File: config.mk
export PLATFORM = sky130hd
export DESIGN_NAME = ocp_hiccup_seq
export DESIGN_NICKNAME = d
export VERILOG_FILES = /design/src/rtl/ocp_pkg.sv /design/src/rtl/ocp_blank.sv /design/src/rtl/ocp_evt_cnt.sv /design/src/rtl/ocp_seq_ctrl.sv /design/src/rtl/ocp_hiccup_seq.sv
export SDC_FILE = /design/constraint.sdc
export NUM_CORES = 1
export LEC_CHECK = 0
export CORE_MARGIN = 2
export CORE_UTILIZATION = 40
export CTS_BUF_LIST = sky130_fd_sc_hd__clkbuf_8
export DETAILED_ROUTE_END_ITERATION = 8
export REMOVE_ABC_BUFFERS = 1
export SYNTH_ARGS = -nofsm -noshare
export SYNTH_HDL_FRONTEND = slang
export SYNTH_SLANG_ARGS = --single-unit
File: constraint.sdc
create_clock -name clk_i -period 2.83 [get_ports clk_i]
set_input_delay 0.566 -clock clk_i [delete_from_list [all_inputs] [get_ports clk_i]]
set_output_delay 0.566 -clock clk_i [all_outputs]
set_load 0.01 [all_outputs]
File: src/rtl/ocp_pkg.sv
package ocp_pkg;
  typedef enum logic [1:0] {
    ST_RUN  = 2'd0,
    ST_OFF  = 2'd1,
    ST_SOFT = 2'd2
  } seq_state_e;
endpackage

File: src/rtl/ocp_blank.sv
module ocp_blank #(
  parameter int BLANK_CLK = 2
) (
  input  logic clk_i,
  input  logic rst_ni,
  input  logic drive_on_i,
  input  logic oc_pulse_i,
  output logic oc_valid_o
);
  generate
    if (BLANK_CLK == 0) begin : g_noblank
      assign oc_valid_o = oc_pulse_i & drive_on_i;
    end else begin : g_blank
      localparam int BW = $clog2(BLANK_CLK + 1);
      localparam logic [BW-1:0] BLIM = BW'(BLANK_CLK);
      logic [BW-1:0] on_cnt_q;
      always_ff @(posedge clk_i or negedge rst_ni) begin
        if (!rst_ni)                on_cnt_q <= '0;
        else if (!drive_on_i)       on_cnt_q <= '0;
        else if (on_cnt_q != BLIM)  on_cnt_q <= on_cnt_q + 1'b1;
      end
      assign oc_valid_o = oc_pulse_i & drive_on_i & (on_cnt_q == BLIM);
    end
  endgenerate
endmodule

File: src/rtl/ocp_evt_cnt.sv
module ocp_evt_cnt #(
  parameter int CNT_W = 6
) (
  input  logic clk_i,
  input  logic rst_ni,
  input  logic clr_i,
  input  logic tick_i,
  input  logic event_i,
  output logic trip_o
);
  localparam logic [CNT_W-1:0] CMAX = {CNT_W{1'b1}};
  localparam logic [CNT_W-1:0] CPRE = CMAX - 1'b1;

  logic [CNT_W-1:0] cnt_q;

  assign trip_o = tick_i & event_i & ~clr_i & (cnt_q == CPRE);

  always_ff @(posedge clk_i or negedge rst_ni) begin
    if (!rst_ni)      cnt_q <= '0;
    else if (clr_i)   cnt_q <= '0;
    else if (tick_i) begin
      if (trip_o)             cnt_q <= '0;
      else if (event_i)       cnt_q <= (cnt_q == CMAX) ? cnt_q : cnt_q + 1'b1;
      else if (cnt_q != '0)   cnt_q <= cnt_q - 1'b1;
    end
  end
endmodule

File: src/rtl/ocp_seq_ctrl.sv
module ocp_seq_ctrl
  import ocp_pkg::*;
#(
  parameter int OFF_CYC = 882,
  parameter int REF_W   = 8,
  parameter int SS_STEP = 8
) (
  input  logic             clk_i,
  input  logic             rst_ni,
  input  logic             tick_i,
  input  logic             trip_i,
  input  logic             comp_ready_i,
  output seq_state_e       state_o,
  output logic [REF_W-1:0] ref_code_o,
  output logic             rect_ok_o
);
  localparam int OW = (OFF_CYC > 1) ? $clog2(OFF_CYC) : 1;
  localparam int SW = (SS_STEP > 1) ? $clog2(SS_STEP) : 1;
  localparam logic [OW-1:0]    OFF_LAST  = OW'(OFF_CYC - 1);
  localparam logic [SW-1:0]    STEP_LAST = SW'(SS_STEP - 1);
  localparam logic [REF_W-1:0] REF_PRE   = {{(REF_W-1){1'b1}}, 1'b0};

  seq_state_e       state_q;
  logic [OW-1:0]    off_q;
  logic [SW-1:0]    step_q;
  logic [REF_W-1:0] ref_q;
  logic             rok_q;

  always_ff @(posedge clk_i or negedge rst_ni) begin
    if (!rst_ni) begin
      state_q <= ST_SOFT;
      off_q   <= '0;
      step_q  <= '0;
      ref_q   <= '0;
      rok_q   <= 1'b0;
    end else if (trip_i) begin
      state_q <= ST_OFF;
      off_q   <= '0;
      ref_q   <= '0;
      rok_q   <= 1'b0;
    end else begin
      unique case (state_q)
        ST_OFF: if (tick_i) begin
          if (off_q == OFF_LAST) begin
            state_q <= ST_SOFT;
            step_q  <= '0;
            ref_q   <= '0;
          end else begin
            off_q <= off_q + 1'b1;
          end
        end
        ST_SOFT: if (tick_i) begin
          if (step_q == STEP_LAST) begin
            step_q <= '0;
            ref_q  <= ref_q + 1'b1;
            if (ref_q == REF_PRE) state_q <= ST_RUN;
          end else begin
            step_q <= step_q + 1'b1;
          end
        end
        default: ;
      endcase
      if (state_q != ST_OFF && comp_ready_i) rok_q <= 1'b1;
    end
  end

  assign state_o    = state_q;
  assign ref_code_o = ref_q;
  assign rect_ok_o  = rok_q;
endmodule

File: src/rtl/ocp_hiccup_seq.sv
module ocp_hiccup_seq
  import ocp_pkg::*;
#(
  parameter int CNT_W     = 6,
  parameter int OFF_CYC   = 882,
  parameter int REF_W     = 8,
  parameter int SS_STEP   = 8,
  parameter int BLANK_CLK = 15
) (
  input  logic             clk_i,
  input  logic             rst_ni,
  input  logic             mode_pbp_i,
  input  logic             cyc_tick_i,
  input  logic             drive_on_i,
  input  logic             oc_pulse_i,
  input  logic             comp_ready_i,
  output logic             drive_en_o,
  output logic             rect_en_o,
  output logic             hiccup_o,
  output logic             ss_active_o,
  output logic [REF_W-1:0] ref_code_o
);
  seq_state_e state;
  logic oc_valid, trip, rect_ok, run_ok;
  logic cut_q, ev_q;

  ocp_blank #(.BLANK_CLK(BLANK_CLK)) u_blank (
    .clk_i      (clk_i),
    .rst_ni     (rst_ni),
    .drive_on_i (drive_on_i),
    .oc_pulse_i (oc_pulse_i),
    .oc_valid_o (oc_valid)
  );

  ocp_evt_cnt #(.CNT_W(CNT_W)) u_cnt (
    .clk_i   (clk_i),
    .rst_ni  (rst_ni),
    .clr_i   (mode_pbp_i),
    .tick_i  (cyc_tick_i & run_ok),
    .event_i (ev_q | oc_valid),
    .trip_o  (trip)
  );

  ocp_seq_ctrl #(.OFF_CYC(OFF_CYC), .REF_W(REF_W), .SS_STEP(SS_STEP)) u_seq (
    .clk_i        (clk_i),
    .rst_ni       (rst_ni),
    .tick_i       (cyc_tick_i),
    .trip_i       (trip),
    .comp_ready_i (comp_ready_i),
    .state_o      (state),
    .ref_code_o   (ref_code_o),
    .rect_ok_o    (rect_ok)
  );

  assign run_ok = (state != ST_OFF);

  // per-cycle flags: cut holds pulse-by-pulse termination, ev marks an event cycle
  always_ff @(posedge clk_i or negedge rst_ni) begin
    if (!rst_ni) begin
      cut_q <= 1'b0;
      ev_q  <= 1'b0;
    end else if (cyc_tick_i) begin
      cut_q <= 1'b0;
      ev_q  <= 1'b0;
    end else begin
      if (oc_valid && mode_pbp_i) cut_q <= 1'b1;
      if (oc_valid)               ev_q  <= 1'b1;
    end
  end

  assign drive_en_o  = drive_on_i & run_ok & ~cut_q & ~(oc_valid & mode_pbp_i);
  assign rect_en_o   = run_ok & (rect_ok | comp_ready_i);
  assign hiccup_o    = (state == ST_OFF);
  assign ss_active_o = (state == ST_SOFT);
endmodule

# Word-level counts from Yosys, hierarchy flattened
# Index checks and enable logic that the tools add are counted.
# classes
add_sub_neg	6
multipliers	0
n_div	0
order_cmp	0
n_eq_ne	21
shifts	0
mux	36
n_bitwise	17
n_reduce_logical	17
# ops
op	count
10-bit 2-to-1 mux	4
8-bit 2-to-1 mux	5
6-bit 2-to-1 mux	6
8-bit case mux with 2 select lines	1
2-bit nonzero test	7
6-bit == test (second input constant)	2
2-bit 2-to-1 mux	6
3-bit 2-to-1 mux	4
1-bit AND	11
10-bit by 1-bit adder with 10-bit output (second input constant)	1
10-bit == test (second input constant)	1
5-bit AND reduction	2
3-bit by 1-bit != test with 1-bit output (second input constant)	3
8-bit by 1-bit adder with 8-bit output (second input constant)	1
8-bit == test (second input constant)	1
4-bit 2-to-1 mux	2
4-bit != test (second input constant)	2
6-bit by 1-bit adder with 6-bit output (second input constant)	1
1-bit 2-to-1 mux	6
2-bit by 1-bit != test with 1-bit output (second input constant)	3
2-bit != test (second input constant)	3
3-bit by 2-bit != test with 1-bit output (second input constant)	2
3-bit case mux with 2 select lines	1
3-bit AND reduction	2
15 further kinds	20
# word_totals
reg_bits	36
latchBits	0
ram_bits	0
romBits	0
in_bits	7
out_inout_bits	12
word_cells	106
memories	0

# Logic depth before layout (Yosys ltp)
# depth
ltp_word	9
ltp_mapped	11
depth_no_buf	10

# Hierarchy
# A second synthesis with hierarchy kept.
# hier_totals
hier_cells	242
hier_area_um2	2280.9
# modules_own_cells
module	instances	cells_each	area_each_um2	seq_area_each_um2
ocp_seq_ctrl	1	154	1433.9	601.8
ocp_evt_cnt	1	55	516.7	150.1
ocp_blank	1	20	212.7	100.1
ocp_hiccup_seq	1	13	117.6	50.0

# Worst setup path after synthesis
# No wires, ideal clock.
# synth_path
kind	reg2reg
start	reg u_blank.g_blank.on_cnt_q[0]
end	reg u_cnt.cnt_q[5]
setup_time_ps	118
arrival_time_ps	2453
t_required_ps	2712
setup_slack_ps	259
path_stages_with_launch	11
path_buffers	0
period_less_slack_ps	2571
cell_sequence	dfrtp_1 -> ha_1 -> and4_2 -> a21o_1 -> inv_2 -> ha_1 -> or2_2 -> a211oi_1 -> a211oi_1 -> a31o_1 -> a21o_1
# synth_between
elab_chain_len	9
word_cells_on_any_way	13
cone_classes	2 x eq/ne; 4 x mux; 5 x bitwise; 2 x reduce/logical
# synth_lines
item	line_no	rtl
start, declared	ocp_blank.sv:16	logic [BW-1:0] on_cnt_q;
start signal, assigned	ocp_blank.sv:20	else if (on_cnt_q != BLIM) on_cnt_q <= on_cnt_q + 1'b1;
4-bit == test *	ocp_blank.sv:22	assign oc_valid_o = oc_pulse_i & drive_on_i & (on_cnt_q == BLIM);
1-bit AND *	ocp_blank.sv:22	
1-bit OR *	ocp_hiccup_seq.sv:40	.event_i (ev_q | oc_valid),
1-bit AND (3 in a row)	ocp_evt_cnt.sv:16	assign trip_o = tick_i & event_i & ~clr_i & (cnt_q == CPRE);
6-bit 2-to-1 mux	ocp_evt_cnt.sv:22	if (trip_o) cnt_q <= '0;
6-bit 2-to-1 mux	ocp_evt_cnt.sv:21	else if (tick_i) begin
6-bit 2-to-1 mux	ocp_evt_cnt.sv:20	else if (clr_i) cnt_q <= '0;
end signal, assigned	ocp_evt_cnt.sv:23	else if (event_i) cnt_q <= (cnt_q == CMAX) ? cnt_q : cnt_q + 1'b1;
end signal, assigned	ocp_evt_cnt.sv:24	else if (cnt_q != '0) cnt_q <= cnt_q - 1'b1;
end, declared	ocp_evt_cnt.sv:14	logic [CNT_W-1:0] cnt_q;
# Every way passes the cells marked *; elsewhere a longest branch is shown, timed or not. The select of a mux whose other input is x is not followed.
# A chain may end at the register's enable or synchronous reset.

# Final worst setup path
# Ends and elaborated chain as after synthesis.

==> metrics.md <==
| Metric | Value |
|---|---|
| Status | finished clean |
| Die height | 77.2 µm |
| Overall Power | 1.55 mW |
| Internal power | 1.06 mW |
| Vias per cell | 5.32 |
| Worst setup path startpoint | u_blank.g_blank.on_cnt_q[0] |
| CP Class | reg2reg |
| Area of the die | 0.00596 mm² |
| Drt total wl | 4260 µm |
| Slew Limit Fails | 0 |
| GR Overflow Total | 0 |
| Share of cells above drive strength 1 | 13.8% |
| Critical Path Start Type | flip-flop |
| Combinational share of power | 35.8% |
| Cell Chain, Critical Path | ha_1 > and4_2 > a21o_1 > inv_2 > ha_1 > or2_2 > a211oi_1 > a211oi_1 > a31o_1 > a21o_1 |
| Critical Path Slowest Stage Cell | dfrtp_1 |
| NumNets Final | 271 |
| WP buf/inv | 1 |
| Die X | 77.2 µm |
| Num rows | 26 |
| Critical path depth | 10 |
| Worst EP required | 3.01 ns |
| R2R cell count | 10 |
| ANT cells | 0 |
| FFs w/ async S/R, synth | 100% |
| Vias in the first global route | 1611 |
| Max_cap viols | 0 |
| R2r endpoint | u_cnt.cnt_q[5] |
| Root Buffer | clkbuf_8 |
| Psw | 0.494 mW |
| Max FO, Critical Path | 5 |
| WP data arrival | 2.75 ns |
| # DRC | 0 |
| Total track usage | 15.1% |
| Rel. slew slack | 43.0% |
| Fin Hold WS | 0.353 ns |
| Core region area | 0.00514 mm² |
| # IOs | 19 |
| Skew final | 0.00773 ns |
| Clock power frac | 23.7% |
| Drt first-iter violations | 80 |
| Register area share after synthesis | 42.1% |
| Pin count of the biggest net entering global routing | 37 |
| Post-DP HPWL | 3060 µm |
| CP endpoint | u_cnt.cnt_q[5] |
| RSZ-0062 raised after global routing | no |
| H-tree Lvls | 2 |
| CP top delay family | compound AO/OA/AOI/OAI gates |
| LEAKAGE | 1.15 nW |
| Setup bufs post-CTS | 0 |
| Critical path's largest stage delay | 0.41 ns |
| CTS tree | yes |
| Sw Share | 31.9% |
| Pre-antenna DRT Iters | 4 |
| Syn. warnings | 0 |
| P&R area growth vs syn | 20.5% |
| Max Fclk | 389 MHz |
| Sequential share of power | 40.5% |
| Fin crit period | 2.57 ns |
| Cell Area, Synth | 0.00214 mm² |
| Reg2reg start | u_blank.g_blank.on_cnt_q[0] |
| Max Buffers Root-to-Sink | 2 |
| DRT antenna net count | 0 |
| P per Cell Area | 600 mW/mm² |
| Worst vdd ir | 0.000259 V |
| Flops & latches, synth | 36 |
| Antenna violations before repair | 0 |
| Hold WC Path Type | in2async |
| Cell Area, Placed | 0.00249 mm² |
| Total CTS buffers | 5 |
| Endpoint class of the critical path | flip-flop |
| Post-Synthesis Cells | 218 |
| Final core utilization | 50.2% |
| Flop2flop setup slack | 0.26 ns |
| Hold Violations, Final | 0 |
| Design area | 0.00258 mm² |
| Fin crit share | 90.8% |
| Final GP Congestion | 0.772 |
| EDFF count, synth | 0 |
| Starting Density | 41.7% |
| Tightest Pin Transition | 0.850 ns |
| Buffers added on ports | 18 |
| Drt wl/cell | 13.2 µm |
| Number of library cell types mapped by synthesis | 50 |
| Avg Cell Area, Syn | 9.83 µm² |
| CTS clk-pin slew, worst paths | 0.07 ns |
| Main synth FF type | dfrtp_1 |
| DR vias | 1719 |
| First-pass GRT wire length | 7280 µm |
| Setup Viol. Count Final | 0 |
| Clock sink count | 36 |
| Worst-skew pair later-pin latency | 0.29 ns |
[timing repair]
action / CTS / global route
hold buffers: 0 / 0
hold endpoints to repair: 0 / 0
endpoints found under the setup margin: 1 / 0
gates resized for setup: 2 / 0
[registers in the layout (all words and copies together) (netlist names)]
register and flops:
u_seq.state_o 2, u_seq.off_q 10, u_cnt.cnt_q 6, cut_q 1, u_blank.g_blank.on_cnt_q 4, u_seq.ref_code_o 8, u_seq.rect_ok_o 1, u_seq.step_q 3
ev_q 1
[power groups by stage]
stage / sequential (mW) / combinational, mW / clock [mW]
floorplan: 0.619 / 0.446 / 0
global placement: 0.635 / 0.543 / 0
detailed placement: 0.634 / 0.554 / 0
CTS: 0.626 / 0.559 / 0.387
global route: 0.636 / 0.616 / 0.405
finish: 0.627 / 0.554 / 0.368
[layout by cell type (no fill, tap or decap), drive strengths merged, types with 3 or more instances in the layout]
master,synthesis,final
a31oi,4,4
clkbuf,3,6
and3,6,6
nor2,26,26
nand2,9,9
and4,3,3
a211oi,6,6
dfrtp,35,35
and2,3,3
nor3,5,5
ha,12,12
o2111ai,4,4
clkdlybuf4s50,0,16
a22o,4,4
buf,3,16
xnor2,6,6
inv,11,13
o21ai,11,11
nand3,11,11
a21o,3,3
a21oi,10,10
or2,3,3
xor2,8,8
[layout make-up]
cell class	count	area, µm²
well taps	70	87.6
repair buffers	33	287
clock inverters	2	7.51
flip-flops and latches	36	902
inverters	11	41.3
multi-input cells	165	1170
clock buffers	6	82.6
fillers	502	2560
[logic make-up after synthesis]
| kind of cell | count (synthesis) | synth area share (%) |
|---|---|---|
| AO/OA/AOI/OAI | 55 | 19.6 |
| XOR/XNOR | 14 | 5.72 |
| adder cells (fa/ha/maj) | 12 | 7.01 |
| buffers and inverters | 17 | 3.15 |
| flip-flops | 36 | 42.1 |
| multiplexers | 4 | 1.99 |
| AND/OR/NAND/NOR | 80 | 20.4 |
[synthesized netlist by cell type, types with 4 or more instances]
| cell type | n | area, µm² |
|---|---|---|
| dfrtp_1 | 35 | 876 |
| nor2_1 | 26 | 97.6 |
| ha_1 | 12 | 150 |
| nand3_1 | 11 | 55.1 |
| o21ai_0 | 11 | 55.1 |
| a21oi_1 | 10 | 50.1 |
| inv_1 | 10 | 37.5 |
| nand2_1 | 9 | 33.8 |
| xor2_1 | 8 | 70.1 |
| a211oi_1 | 6 | 45.0 |
| and3_1 | 6 | 37.5 |
| xnor2_1 | 6 | 52.6 |
| nor3_1 | 5 | 25.0 |
| a22o_1 | 4 | 35.0 |
| o2111ai_1 | 4 | 35.0 |
[metrics by stage]
| stage | setup TNS (ns) | cells | setup slack (ns) |
|---|---|---|---|
| after CTS | 0 | 323 | 0.255 |
| after detailed placement | -0.0200 | 315 | -0.0200 |
| final | 0 | 323 | 0.260 |
| after floorplan | 0 | 212 | 0.0858 |
| after global routing | 0 | 323 | 0.106 |
| after global placement | -0.00457 | 315 | -0.00457 |
[routing by layer]
metal | vias to the layer above | track usage [%] | part of all wire, %
met5 | - | 0 | 0
met1 | 832 | 19.9 | 48
met3 | 4 | 2.82 | 2.6
met2 | 20 | 24.1 | 48
li1 | 863 | - | -
met4 | 0 | 6.43 | 1.1
[worst min path at each step]
stage                     startpoint                   to  depth (start not counted)
finish                        rst_ni  u_seq.ref_code_o[2]                          1
global route                  rst_ni  u_seq.ref_code_o[2]                          1
CTS                           rst_ni  u_seq.ref_code_o[2]                          1
detailed placement  u_seq.state_o[1]     u_seq.state_o[1]                          2
global placement    u_seq.state_o[1]     u_seq.state_o[1]                          2
floorplan                     rst_ni                cut_q                          0
Note: power is estimated with default switching activity, not from simulation.
